<file path="src/rtl/cfg_i2c_pkg.sv">
package cfg_i2c_pkg;

  typedef enum logic [2:0] {
    ST_IDLE,
    ST_ADDR,
    ST_WR,
    ST_ACK,
    ST_RD,
    ST_RACK
  } bus_state_t;

  // Power-on value of register idx.
  function automatic logic [7:0] reg_default(input int idx, input int cnt_idx,
                                             input int en_lo, input int en_hi,
                                             input logic [7:0] cnt_def);
    if (idx == cnt_idx) return cnt_def;
    if (idx >= en_lo && idx <= en_hi) return 8'hFF;
    return 8'h00;
  endfunction

  // Frequency source: pins when sel[3]==0, register field otherwise.
  function automatic logic [4:0] freq_decode(input logic [7:0] sel, input logic [3:0] fs_lat);
    return sel[3] ? {sel[2], sel[7:4]} : {1'b0, fs_lat};
  endfunction

  // Byte to send at read position pos: count first, then registers, then FFh.
  function automatic logic [7:0] tx_pick(input logic [8:0] pos, input logic [7:0] cnt,
                                         input logic [7:0] data);
    if (pos == 9'd0) return cnt;
    if ((pos - 9'd1) < {1'b0, cnt}) return data;
    return 8'hFF;
  endfunction

endpackage

</file>
<file path="src/rtl/cfg_i2c_line_sync.sv">
module cfg_i2c_line_sync #(
  parameter int STAGES = 2
) (
  input  logic clk,
  input  logic rst_n,
  input  logic scl_i,
  input  logic sda_i,
  output logic scl_s,
  output logic sda_s,
  output logic scl_rise,
  output logic scl_fall,
  output logic start_det,
  output logic stop_det
);
  logic [STAGES-1:0] scl_ff, sda_ff;
  logic scl_d, sda_d;

  always_ff @(posedge clk or negedge rst_n) begin
    if (!rst_n) begin
      scl_ff <= '1;
      sda_ff <= '1;
      scl_d  <= 1'b1;
      sda_d  <= 1'b1;
    end else begin
      scl_ff <= {scl_ff[STAGES-2:0], scl_i};
      sda_ff <= {sda_ff[STAGES-2:0], sda_i};
      scl_d  <= scl_ff[STAGES-1];
      sda_d  <= sda_ff[STAGES-1];
    end
  end

  assign scl_s     = scl_ff[STAGES-1];
  assign sda_s     = sda_ff[STAGES-1];
  assign scl_rise  = scl_s & ~scl_d;
  assign scl_fall  = ~scl_s & scl_d;
  assign start_det = scl_s & scl_d & sda_d & ~sda_s;
  assign stop_det  = scl_s & scl_d & ~sda_d & sda_s;

endmodule

</file>
<file path="src/rtl/cfg_i2c_engine.sv">
module cfg_i2c_engine
  import cfg_i2c_pkg::*;
#(
  parameter logic [6:0] DEV_ADDR  = 7'h69,
  parameter int         HDR_BYTES = 2
) (
  input  logic       clk,
  input  logic       rst_n,
  input  logic       scl_s,
  input  logic       sda_s,
  input  logic       scl_rise,
  input  logic       scl_fall,
  input  logic       start_det,
  input  logic       stop_det,
  input  logic [7:0] cnt_val,
  input  logic [7:0] rd_data,
  output logic       sda_oe,
  output logic       wr_en,
  output logic [7:0] wr_idx,
  output logic [7:0] wr_data,
  output logic [7:0] rd_idx,
  output logic       xfer_end
);
  localparam int HW = $clog2(HDR_BYTES + 1);

  bus_state_t    state;
  logic [7:0]    shreg;
  logic [3:0]    bitcnt;
  logic          is_read, mack;
  logic [HW-1:0] hdr_cnt;
  logic [7:0]    wr_ptr;
  logic [8:0]    rd_pos;
  logic [7:0]    nxt_tx;
  logic          addr_hit, byte_rx;

  assign xfer_end = start_det | stop_det;
  assign rd_idx   = rd_pos[7:0] - 8'd1;
  assign nxt_tx   = tx_pick(rd_pos, cnt_val, rd_data);
  assign addr_hit = (shreg[7:1] == DEV_ADDR);
  assign byte_rx  = scl_fall && (bitcnt == 4'd8);

  always_ff @(posedge clk or negedge rst_n) begin
    if (!rst_n) begin
      state   <= ST_IDLE;
      shreg   <= 8'h00;
      bitcnt  <= 4'd0;
      is_read <= 1'b0;
      mack    <= 1'b0;
      hdr_cnt <= '0;
      wr_ptr  <= 8'h00;
      rd_pos  <= 9'd0;
      sda_oe  <= 1'b0;
      wr_en   <= 1'b0;
      wr_idx  <= 8'h00;
      wr_data <= 8'h00;
    end else begin
      wr_en <= 1'b0;
      if (start_det) begin
        state   <= ST_ADDR;
        bitcnt  <= 4'd0;
        sda_oe  <= 1'b0;
        hdr_cnt <= '0;
        wr_ptr  <= 8'h00;
        rd_pos  <= 9'd0;
      end else if (stop_det) begin
        state  <= ST_IDLE;
        sda_oe <= 1'b0;
      end else begin
        case (state)
          ST_ADDR, ST_WR: begin
            if (scl_rise && bitcnt != 4'd8) begin
              shreg  <= {shreg[6:0], sda_s};
              bitcnt <= bitcnt + 4'd1;
            end
            if (byte_rx) begin
              bitcnt <= 4'd0;
              if (state == ST_ADDR) begin
                if (addr_hit) begin
                  is_read <= shreg[0];
                  sda_oe  <= 1'b1;
                  state   <= ST_ACK;
                end else begin
                  state <= ST_IDLE;
                end
              end else begin
                sda_oe <= 1'b1;
                state  <= ST_ACK;
                if (hdr_cnt != HW'(HDR_BYTES)) begin
                  hdr_cnt <= hdr_cnt + HW'(1);
                end else begin
                  wr_en   <= 1'b1;
                  wr_idx  <= wr_ptr;
                  wr_data <= shreg;
                  if (wr_ptr != 8'hFF) wr_ptr <= wr_ptr + 8'd1;
                end
              end
            end
          end
          ST_ACK: begin
            if (scl_fall) begin
              bitcnt <= 4'd0;
              if (is_read) begin
                shreg  <= nxt_tx;
                sda_oe <= ~nxt_tx[7];
                if (rd_pos != 9'h1FF) rd_pos <= rd_pos + 9'd1;
                state  <= ST_RD;
              end else begin
                sda_oe <= 1'b0;
                state  <= ST_WR;
              end
            end
          end
          ST_RD: begin
            if (scl_fall) begin
              if (bitcnt == 4'd7) begin
                sda_oe <= 1'b0;
                state  <= ST_RACK;
              end else begin
                shreg  <= {shreg[6:0], 1'b0};
                sda_oe <= ~shreg[6];
                bitcnt <= bitcnt + 4'd1;
              end
            end
          end
          ST_RACK: begin
            if (scl_rise) mack <= ~sda_s;
            if (scl_fall) begin
              bitcnt <= 4'd0;
              if (mack) begin
                shreg  <= nxt_tx;
                sda_oe <= ~nxt_tx[7];
                if (rd_pos != 9'h1FF) rd_pos <= rd_pos + 9'd1;
                state  <= ST_RD;
              end else begin
                state <= ST_IDLE;
              end
            end
          end
          default: ;
        endcase
      end
    end
  end

  // drive changes only follow a low SCL (start/stop excepted)
  assert_no_change_scl_high_R11: assert property (@(posedge clk) disable iff (!rst_n)
    ((sda_oe != $past(sda_oe)) && !$past(xfer_end)) |-> !$past(scl_s));

  // an idle slave never holds SDA
  assert_idle_released_R1: assert property (@(posedge clk) disable iff (!rst_n)
    (state == ST_IDLE) |-> !sda_oe);

  // a start always re-arms address reception with SDA released
  assert_start_rearms_R1: assert property (@(posedge clk) disable iff (!rst_n)
    start_det |=> (state == ST_ADDR && !sda_oe));

  // no register write until both header bytes have passed
  assert_header_first_R2: assert property (@(posedge clk) disable iff (!rst_n)
    wr_en |-> $past(hdr_cnt == HW'(HDR_BYTES)));

endmodule

</file>
<file path="src/rtl/cfg_i2c_regbank.sv">
module cfg_i2c_regbank
  import cfg_i2c_pkg::*;
#(
  parameter int         NUM_REGS    = 21,
  parameter int         CNT_IDX     = 8,
  parameter int         RO_IDX      = 7,
  parameter int         PAIR_A      = 11,
  parameter int         PAIR_B      = 13,
  parameter int         EN_LO       = 1,
  parameter int         EN_HI       = 5,
  parameter logic [7:0] CNT_DEFAULT = 8'h08
) (
  input  logic       clk,
  input  logic       rst_n,
  input  logic       wr_en,
  input  logic [7:0] wr_idx,
  input  logic [7:0] wr_data,
  input  logic       xfer_end,
  input  logic [3:0] fs_lat,
  input  logic [7:0] rd_idx,
  output logic [7:0] rd_data,
  output logic [7:0] rq [NUM_REGS]
);
  localparam int IDXW = $clog2(NUM_REGS);

  logic       pend_valid;
  logic [7:0] pend_idx, pend_data;
  logic       is_lo_wr;

  assign is_lo_wr = (wr_idx == 8'(PAIR_A)) || (wr_idx == 8'(PAIR_B));

  // Low half of a pair waits here until its partner arrives
  always_ff @(posedge clk or negedge rst_n) begin
    if (!rst_n) begin
      pend_valid <= 1'b0;
      pend_idx   <= 8'h00;
      pend_data  <= 8'h00;
    end else if (xfer_end) begin
      pend_valid <= 1'b0;
    end else if (wr_en) begin
      pend_valid <= is_lo_wr;
      if (is_lo_wr) begin
        pend_idx  <= wr_idx;
        pend_data <= wr_data;
      end
    end
  end

  for (genvar i = 0; i < NUM_REGS; i++) begin : g_reg
    if (i == RO_IDX) begin : g_ro
      assign rq[i] = {4'h0, ~fs_lat};
    end else begin : g_rw
      localparam bit IS_LO  = (i == PAIR_A) || (i == PAIR_B);
      localparam bit IS_HI  = (i == PAIR_A + 1) || (i == PAIR_B + 1);
      localparam bit IS_CNT = (i == CNT_IDX);
      logic [7:0] q;
      always_ff @(posedge clk or negedge rst_n) begin
        if (!rst_n) begin
          q <= reg_default(i, CNT_IDX, EN_LO, EN_HI, CNT_DEFAULT);
        end else if (wr_en) begin
          if (IS_LO) begin
            if (wr_idx == 8'(i + 1) && pend_valid && pend_idx == 8'(i)) q <= pend_data;
          end else if (IS_HI) begin
            if (wr_idx == 8'(i) && pend_valid && pend_idx == 8'(i - 1)) q <= wr_data;
          end else if (IS_CNT) begin
            if (wr_idx == 8'(i) && wr_data != 8'h00) q <= wr_data;
          end else if (wr_idx == 8'(i)) begin
            q <= wr_data;
          end
        end
      end
      assign rq[i] = q;
    end
  end

  assign rd_data = (int'(rd_idx) < NUM_REGS) ? rq[rd_idx[IDXW-1:0]] : 8'hFF;

  // low half of pair A only moves right after its partner's write
  assert_pair_atomic_R4: assert property (@(posedge clk) disable iff (!rst_n)
    (rq[PAIR_A] != $past(rq[PAIR_A])) |-> $past(wr_en && wr_idx == 8'(PAIR_A + 1)));

  // readback count is never zero
  assert_count_nonzero_R6: assert property (@(posedge clk) disable iff (!rst_n)
    rq[CNT_IDX] != 8'h00);

  // the read-only strap image does not move after reset
  assert_ro_frozen_R8: assert property (@(posedge clk) disable iff (!rst_n)
    $stable(rq[RO_IDX]));

endmodule

</file>
<file path="src/rtl/cfg_i2c_regfile.sv">
module cfg_i2c_regfile
  import cfg_i2c_pkg::*;
#(
  parameter int         NUM_REGS    = 21,
  parameter int         CNT_IDX     = 8,
  parameter int         RO_IDX      = 7,
  parameter int         PAIR_A      = 11,
  parameter int         PAIR_B      = 13,
  parameter int         EN_LO       = 1,
  parameter int         EN_HI       = 5,
  parameter logic [7:0] CNT_DEFAULT = 8'h08,
  parameter logic [6:0] DEV_ADDR    = 7'h69,
  parameter int         SYNC_STAGES = 2,
  parameter int         HDR_BYTES   = 2
) (
  input  logic                  clk,
  input  logic                  rst_n,
  input  logic                  scl_i,
  input  logic                  sda_i,
  input  logic [3:0]            fs_pins,
  output logic                  sda_oe,
  output logic [NUM_REGS*8-1:0] cfg_regs,
  output logic [4:0]            freq_code,
  output logic                  spread_en,
  output logic                  out_tristate
);
  logic       scl_s, sda_s, scl_rise, scl_fall, start_det, stop_det;
  logic       wr_en, xfer_end;
  logic [7:0] wr_idx, wr_data, rd_idx, rd_data;
  logic [7:0] rq [NUM_REGS];
  logic [3:0] fs_lat;

  // Straps are captured for as long as reset is held
  always_ff @(posedge clk) begin
    if (!rst_n) fs_lat <= fs_pins;
  end

  cfg_i2c_line_sync #(.STAGES(SYNC_STAGES)) u_sync (
    .clk(clk), .rst_n(rst_n), .scl_i(scl_i), .sda_i(sda_i),
    .scl_s(scl_s), .sda_s(sda_s), .scl_rise(scl_rise), .scl_fall(scl_fall),
    .start_det(start_det), .stop_det(stop_det)
  );

  cfg_i2c_engine #(.DEV_ADDR(DEV_ADDR), .HDR_BYTES(HDR_BYTES)) u_engine (
    .clk(clk), .rst_n(rst_n), .scl_s(scl_s), .sda_s(sda_s),
    .scl_rise(scl_rise), .scl_fall(scl_fall), .start_det(start_det), .stop_det(stop_det),
    .cnt_val(rq[CNT_IDX]), .rd_data(rd_data), .sda_oe(sda_oe), .wr_en(wr_en),
    .wr_idx(wr_idx), .wr_data(wr_data), .rd_idx(rd_idx), .xfer_end(xfer_end)
  );

  cfg_i2c_regbank #(
    .NUM_REGS(NUM_REGS), .CNT_IDX(CNT_IDX), .RO_IDX(RO_IDX), .PAIR_A(PAIR_A),
    .PAIR_B(PAIR_B), .EN_LO(EN_LO), .EN_HI(EN_HI), .CNT_DEFAULT(CNT_DEFAULT)
  ) u_bank (
    .clk(clk), .rst_n(rst_n), .wr_en(wr_en), .wr_idx(wr_idx), .wr_data(wr_data),
    .xfer_end(xfer_end), .fs_lat(fs_lat), .rd_idx(rd_idx), .rd_data(rd_data), .rq(rq)
  );

  for (genvar i = 0; i < NUM_REGS; i++) begin : g_flat
    assign cfg_regs[i*8 +: 8] = rq[i];
  end

  assign freq_code    = freq_decode(rq[0], fs_lat);
  assign spread_en    = rq[0][1];
  assign out_tristate = rq[0][0];

endmodule

</file>
<file path="config.mk">
export PLATFORM = sky130hd
export DESIGN_NAME = cfg_i2c_regfile
export DESIGN_NICKNAME = d
export VERILOG_FILES = /design/src/rtl/cfg_i2c_pkg.sv /design/src/rtl/cfg_i2c_line_sync.sv /design/src/rtl/cfg_i2c_engine.sv /design/src/rtl/cfg_i2c_regbank.sv /design/src/rtl/cfg_i2c_regfile.sv
export SDC_FILE = /design/constraint.sdc
export NUM_CORES = 1
export LEC_CHECK = 0
export BUFFER_PORTS_ARGS = -buffer_cell sky130_fd_sc_hd__buf_2
export CORE_MARGIN = 2
export CORE_UTILIZATION = 57
export DETAILED_ROUTE_END_ITERATION = 10
export PLACE_DENSITY = 0.8
export SLEW_MARGIN = 20
export SYNTH_ARGS = -nofsm -noshare
export SYNTH_HDL_FRONTEND = slang
export SYNTH_SLANG_ARGS = --single-unit
</file>
<file path="constraint.sdc">
create_clock -name clk -period 5.1 [get_ports clk]
set_input_delay 0.255 -clock clk [delete_from_list [all_inputs] [get_ports clk]]
set_output_delay 0.255 -clock clk [all_outputs]
set_load 0.01 [all_outputs]
</file>
# Word-level counts from Yosys, hierarchy flattened
# Index checks and enable logic that the tools add are counted.
# word_totals
ff_bits,241
output_inout_bits,176
# classes
bitwise_logic,21
n_reduce_logical,51
n_mux,81
order_cmp,3
add_sub_neg,6
eq_ne,58
# op_table
operator,count
$mux 8,21
$eq 8x4->1 const B,10
$mux 9,7
$bmux 8 s5,1
$eq 8x5->1 const B,5
$reduce_and 2->1,18
$reduce_and 6->1,6
$pmux 8 s4,1
$mux 4,7
$ne 4x1->1 const B,7
$mux 3,9
$eq 8x3->1 const B,3
$mux 1,22
$ne 2x1->1 const B,9
$ne 3x1->1 const B,6
$pmux 9 s2,1
$eq 8x2->1 const B,2
$mux 2,8
$pmux 3 s4,1
$pmux 4 s3,1
$not 1->1,11
$reduce_and 10->1,1
$reduce_bool 2->1,5
$add 9x1->9 const B,1
other kinds (40),57

# Logic depth before layout (Yosys ltp)
# Gate-level depths: netlist of run 1.
# depth
word_depth,15
depth_mapped,16

# By module
# Synthesis of run 1 repeated with hierarchy kept, for this count alone.
# unflattened
hier_cells,1007
hier_area_um2,12164.2
# by_module_without_submodules
module,n_inst,area_each_um2,cells_each,seq_area_each_um2
cfg_i2c_regbank,1,8346.8,623,4480.5
cfg_i2c_engine,1,3435.8,362,1351.3
cfg_i2c_regfile,1,191.4,12,120.1
cfg_i2c_line_sync,1,190.2,10,157.7

# Worst setup path before layout of run 1
# OpenSTA, ideal clock, no wires.
# synth_timing
path_type,reg2reg
startpoint,reg u_engine.rd_pos[0]
endpoint,reg u_engine.shreg[6]
arrival_ps,3591
setup_ps,140
slack_ps,1370
n_path_buf,5
required_time_ps,4960
stages_incl_launch_ff,17
cell_sequence,dfrtp_1 > buf_2 > clkbuf_1 > clkbuf_1 > inv_1 > ha_1 > buf_2 > xnor2_2 > inv_1 > buf_1 > ha_1 > o211ai_1 > a211oi_1 > nor4_1 > nand4_1 > nor3_2 > a31oi_1
# synth_between
elab_chain_cells,12
# synth_lines
item,line_no,rtl
from (decl),cfg_i2c_engine.sv:32,logic [8:0] rd_pos;
from (signal assigned),cfg_i2c_engine.sv:105,if (rd_pos != 9'h1FF) rd_pos <= rd_pos + 9'd1;
from (signal assigned),cfg_i2c_engine.sv:132,if (rd_pos != 9'h1FF) rd_pos <= rd_pos + 9'd1;
$sub 8x1->8,cfg_i2c_engine.sv:37,assign rd_idx = rd_pos[7:0] - 8'd1;
$not 5->6 (implied by the code),cfg_i2c_regbank.sv:76,assign rd_data = (int'(rd_idx) < NUM_REGS) ? rq[rd_idx[IDXW-1:0]] : 8'hFF;
$bmux 8 s5,cfg_i2c_regbank.sv:76,
$mux 8 (implied by the code) (2 in a row),cfg_i2c_regbank.sv:76,
$mux 8,cfg_i2c_regbank.sv:76,
$mux 8,cfg_i2c_pkg.sv:30,"if ((pos - 9'd1) < {1'b0, cnt}) return data;"
$mux 8,cfg_i2c_pkg.sv:31,return 8'hFF;
$mux 8 *,cfg_i2c_pkg.sv:30,
"$mux 8, on equally long branches","cfg_i2c_engine.sv:129, cfg_i2c_engine.sv:102",
"$mux 8, on equally long branches","cfg_i2c_engine.sv:127, cfg_i2c_engine.sv:100",
$pmux 8 s4 *,cfg_i2c_engine.sv:69,case (state)
to (signal assigned),cfg_i2c_engine.sv:72,"shreg <= {shreg[6:0], sda_s};"
to (signal assigned),cfg_i2c_engine.sv:119,"shreg <= {shreg[6:0], 1'b0};"
to (signal assigned),cfg_i2c_engine.sv:130,shreg <= nxt_tx;
to (decl),cfg_i2c_engine.sv:27,logic [7:0] shreg;
# Every way passes the cells marked *; elsewhere a longest branch is shown, timed or not. The select of a mux whose other input is x is not followed.
# A chain may end at the register's enable or synchronous reset.

# Worst setup path in the final report of run 1
# layout_timing
startpoint,reg u_engine.rd_pos[1]
endpoint,reg u_engine.shreg[5]
# Same word-level chain as after synthesis.

==> results.toml, run 1 <==
[die]
rows = 52
core_area_sq_um = 20400
die_y_um = 149
initial_core_util = 0.586
dieArea_sq_um = 22100
io_pins = 184
die_width_um = 149

[critical_path]
critPathMaxFanout = 10
cp.required_ns = 5.51
crit_path_top_delay_cell = "dfrtp_1"
crit_path_end_kind = "register"
worstSetupStartpoint = "u_engine.rd_pos[1]"
cp.arrival_ns = 3.86
cpMostUsedCell = "ha_1"
reg2reg_from = "u_engine.rd_pos[1]"
crit_type = "reg2reg"
path_cells = "inv_1, ha_1, nor3b_1, xnor2_1, ha_1, a21oi_1, nor2_1, nor4_1, nand4_1, nor3_2, a31oi_1"
slowest_delay_ns = 0.45
critical_path.startpoint_type = "register"

[routing]
drc = 0
top_layer = "met4"
wl_met1_um = 13400
met2_length_um = 15300
first_pass_iters = 5
drtIter0Drc = 686
avgViaCountPerCell = 6.15
routed_wirelength_um = 32600
num_vias = 8627
wl_met3_um = 2440
wl_per_cell_um = 23.2
ant_nets = 0

[clock_tree]
cts.sinks = 241
clkTransAtPathRegs_ns = 0.06
clk_path_buf_depth = 3
h-tree-depth = 1
cts_made_buffers = 26
cts_setup_buffers = 0
cts_hold_buf = 7
clock_latency_ns = 0.55
cts_tree = "built"
cts.root.buffer_cell = "clkbuf_16"
cts_resized = 0

[layout]
final_nets = 1137
final_common_cell = "dfrtp_1"
area_growth_pct = 16.4
final_cell_mix = "dfrtp_1 (189), buf_2 (178), mux2_2 (171), nand2_1 (59), dfstp_2 (47)"
drive_gt1_frac = 0.443
antennaDiodeCount = 0

[synth]
synth-main-ff-cell = "dfrtp_1"
ys_seq_elements = 241
synth_top_area_frac = 0.398
syn_area_sq_um = 11900
synth_area_per_cell_sq_um = 12.6
synth_edf_count = 4
synth_cell_types = 77
synth_area_leader_cell = "dfrtp_1"
async_flop_share = 0.983
yosysSeqAreaShare = 0.512
synth_area_leaders = "dfrtp_1 (40%), mux2_2 (16%), dfstp_2 (10%)"
yosysWarnings = 0
postSynthCellCount = 950

[place]
routabilityCongestion = 0.942
io_buffers = 179
dp_hpwl_um = 21400

[pwr]
max-vdd-ir-drop_mv = 0.299
p_total_mw = 5.09
swShare = 0.311
power.leakage_nw = 6.84
p_seq_frac = 0.413
p_per_area_nw_per_um2 = 366
p_clk_frac = 0.363
cell_internal_pwr_mw = 3.51
power_frac_comb = 0.223
switching_power_mw = 1.58

[global_route]
grt_overflow_total = 0
antenna_found_initial = 0
first_global_vias = 8664
grt_usage = 0.299
grt_pass1_wl_um = 50800
grt_start_max_net_pins = 147

[sta]
period_share = 0.675
hold_violations = 0
max_freq_mhz = 290
setup_violations = 0
fin_tns_setup_ns = 0
slew_headroom = 0.356
hold_ws_ns = 0.311
rsz0062_at_grt = "false"
tightestPinTransition_ns = 0.965
drv_slew = 0
skew_ns = 0.0285
fin_crit_ns = 3.44

[hold_path]
min_path_type = "in2async"

[run]
cap_violations = 0

[run_status]
status = "finished clean"
synthesized netlist by cell type, types with 8 or more instances:
library cell / number
a21oi_1: 31
buf_4: 9
nor3_1: 8
nand2_1: 59
xnor2_1: 10
buf_2: 17
nand3_1: 24
nand4_1: 15
nor2_1: 42
ha_1: 16
clkbuf_1: 35
mux2_1: 11
o21ai_0: 34
mux2_2: 171
mux4_2: 37
nor4_1: 8
xor2_1: 9
inv_1: 28
mux2i_1: 15
dfstp_2: 47
nand2b_1: 9
nor2b_1: 8
dfrtp_1: 190
critical path, delay by kind of cell (launching register included):
family,cells,cell delay (ns)
xor gates and xnor gates,1,0.34
adders and majority gates,2,0.75
buffers and inverters,1,0.13
and+or+nand+nor,5,1.35
AOI/OAI and AO/OA,2,0.28
DFF,1,0.45
registers in the layout, indices dropped and copies added (netlist names), 4 cells and up:
register / flops
u_engine.bitcnt: 4
u_bank.pend_data: 8
u_bank.pend_idx: 8
u_engine.rd_pos: 9
u_bank.g.g_rw.q: 160
u_engine.wr_data: 8
u_engine.wr_ptr: 8
u_engine.shreg: 8
fs_lat: 4
u_engine.wr_idx: 8
final timing paths:
check                      depth (start not counted)                          to  slack, ns
setup reg to reg                                  11           u_engine.shreg[5]       1.66
max in group asynchronous                          3  u_bank.g_reg[20].g_rw.q[5]       3.60
setup / recovery                                  11           u_engine.shreg[5]       1.66
hold / removal                                     2          u_engine.bitcnt[3]       0.31
hold reg to reg                                    0            u_sync.scl_ff[1]       0.36
min in group clk                                   0            u_sync.scl_ff[1]       0.36
layout make-up:
type                            count  area, sq um
Timing Repair Buffer              195         1060
Clock inverter                      6         58.8
Inverter                           28          105
Sequential cell                   241         6110
Tap cell                          270          338
Clock buffer                       41          787
Multi-Input combinational cell    621         5450
Fill cell                        1434         6460
layer usage:
layer  up-vias  global-route usage
li1       3799                   -
met5         -                   0
met3        81              0.0664
met1      4424               0.417
met2       323               0.461
met4         0               0.123
stage by stage:
| stage | util | setup WS [ns] | cells | area [sq um] |
|---|---|---|---|---|
| global route | 0.683 | 1.38 | 1402 | 13900 |
| floorplan | - | 1.37 | 953 | 12000 |
| CTS | 0.683 | 1.68 | 1402 | 13900 |
| detailed placement | 0.638 | 1.67 | 1348 | 13000 |
| finish | 0.683 | 1.66 | 1402 | 13900 |
| global placement | 0.638 | 1.73 | 1348 | 13000 |
logic make-up after synthesis:
logic type,Yosys count,share of synthesized area
compound gates,125,0.0693
buf+inv,91,0.0332
simple gates,222,0.0994
mux,234,0.254
flops,241,0.512
xor+xnor,20,0.0153
fa+ha+maj,16,0.0168
other cells,1,0.000314
power groups by stage:
stage	Clock [mW]	Combinational [mW]	Sequential, mW
finish	1.85	1.14	2.10
CTS	1.86	1.13	2.10
global placement	0	1.11	2.13
detailed placement	0	1.12	2.13
floorplan	0	0.864	2.08
global route	1.95	1.25	2.11
Note: power is estimated with default switching activity, not from simulation.
==> run 2: changes to the inputs <==
- clock period: 5.1 -> 3.5 ns (I/O delays scaled with it)
==> results.toml, run 2 (synthesized netlist as in run 1, its figures left out) <==
[pwr]
power.leakage_nw = 6.93
power_frac_comb = 0.227
swShare = 0.307
p_total_mw = 7.70
max-vdd-ir-drop_mv = 0.400
p_seq_frac = 0.401
p_per_area_nw_per_um2 = 547
p_clk_frac = 0.372
switching_power_mw = 2.36
cell_internal_pwr_mw = 5.34

[global_route]
first_global_vias = 8634
grt_overflow_total = 0
grt_use_met1 = 0.415
grt_pass1_wl_um = 50500
antenna_found_initial = 0
busiest_layer = "met2"
grtUsageMet3 = 0.0694
use_met2 = 0.456
grt_start_max_net_pins = 85
grt_usage = 0.297

[run_status]
status = "finished clean"

[die]
core_area_sq_um = 20400
die_width_um = 149
io_pins = 184
initial_core_util = 0.586
rows = 52
dieArea_sq_um = 22100
die_y_um = 149

[layout]
drive_gt1_frac = 0.449
fin_cells = 1415
area_growth_pct = 17.9
top_regs = "u_bank.g.g_rw.q (160), u_engine.rd_pos (9)"
antennaDiodeCount = 0
final_nets = 1149
largest_register = "u_bank.g.g_rw.q"
largest_reg_flops = 160
utilization = 0.692
final_common_cell = "dfrtp_1"
final_cell_mix = "dfrtp_1 (189), buf_2 (178), mux2_2 (171), nand2_1 (59), dfstp_2 (47)"

[critical_path]
crit_path_end_kind = "register"
critPathMaxFanout = 15
cp.required_ns = 3.91
cp.arrival_ns = 3.62
crit_type = "reg2reg"
critical_path.startpoint_type = "register"

[sta]
rsz0062_at_grt = "false"
hold_ws_ns = 0.201
setup_violations = 0
drv_slew = 0
fin_crit_ns = 3.21
max_freq_mhz = 312
slew_headroom = 0.361
fin_tns_setup_ns = 0
skew_ns = 0.0223
tightestPinTransition_ns = 0.958
hold_violations = 0
period_share = 0.916

[routing]
drtIter0Drc = 787
num_vias = 8759
ant_nets = 0
first_pass_iters = 5
routed_wirelength_um = 32700
avgViaCountPerCell = 6.19
wl_per_cell_um = 23.1
drc = 0

[clock_tree]
cts.sinks = 241
clock_latency_ns = 0.56
cts.root.buffer_cell = "clkbuf_16"
clk_path_buf_depth = 3
cts_setup_buffers = 0
cts_made_buffers = 26
cts_tree = "built"
clkTransAtPathRegs_ns = 0.06
h-tree-depth = 1

[place]
io_buffers = 179
dp_hpwl_um = 22100
routabilityCongestion = 0.970
placed_cells = 1360

[hold_path]
min_path_type = "in2async"

[run]
cap_violations = 0
[run 2: timing repair]
action / CTS / global route
resized for setup: 0 / 2
endpoints found under the setup margin: 0 / 7
endpoints found under the hold margin: 53 / 0
hold buffers: 7 / 0
[run 2: area by class of cell]
class                   count  area [sq um]
fillers                  1377          6280
flip-flops and latches    241          6110
multi-input cells         621          5470
repair buffers            207          1160
clock buffers              40           753
well taps                 270           338
clock inverters             8           143
inverters                  28           105
[run 2: routing by layer]
metal  up-vias  routed length (um)
li1       3816                   -
met1      4455               13300
met2       410               15400
met3        78                2790
met4         0                1210
met5         -                   0
[run 2: path summary, 6_finish.rpt]
path	startpoint	to	slack, ns	depth (start not counted)
setup / recovery	u_engine.rd_pos[0]	u_engine.shreg[5]	0.29	10
hold / removal	rst_n	u_bank.g_reg[12].g_rw.q[5]	0.20	2
setup reg to reg	u_engine.rd_pos[0]	u_engine.shreg[5]	0.29	10
hold reg to reg	u_sync.sda_ff[0]	u_sync.sda_ff[1]	0.36	0
max in group asynchronous	rst_n	u_bank.g_reg[9].g_rw.q[1]	2.26	3
min in group clk	scl_i	u_sync.scl_ff[0]	0.29	2
[run 2: power by group through the flow]
stage / Clock, mW / Sequential [mW] / Combinational [mW]
6_report: 2.87 / 3.09 / 1.74
5_1_grt: 3.02 / 3.10 / 1.90
4_1_cts: 2.89 / 3.07 / 1.71
3_5_place_dp: 0 / 3.12 / 1.70
3_3_place_gp: 0 / 3.12 / 1.68
2_1_floorplan: 0 / 3.04 / 1.27
[run 2: through the flow]
step           setup WS, ns  cell area [sq um]
2_1_floorplan         0.107              12000
3_3_place_gp          0.309              13100
3_5_place_dp          0.162              13100
4_1_cts               0.151              14100
5_1_grt              0.0336              14100
6_report              0.294              14100
[run 2: worst max-delay path: stages (launching register included)]
cell and delay [ns]:
dfrtp_4 0.56, or4_1 0.71, nor4_2 0.26, xor2_1 0.19, ha_1 0.26, nand3_1 0.11, nor2_1 0.06, nor4_1 0.23
nand4_1 0.23, nor3_4 0.32, a31oi_1 0.14
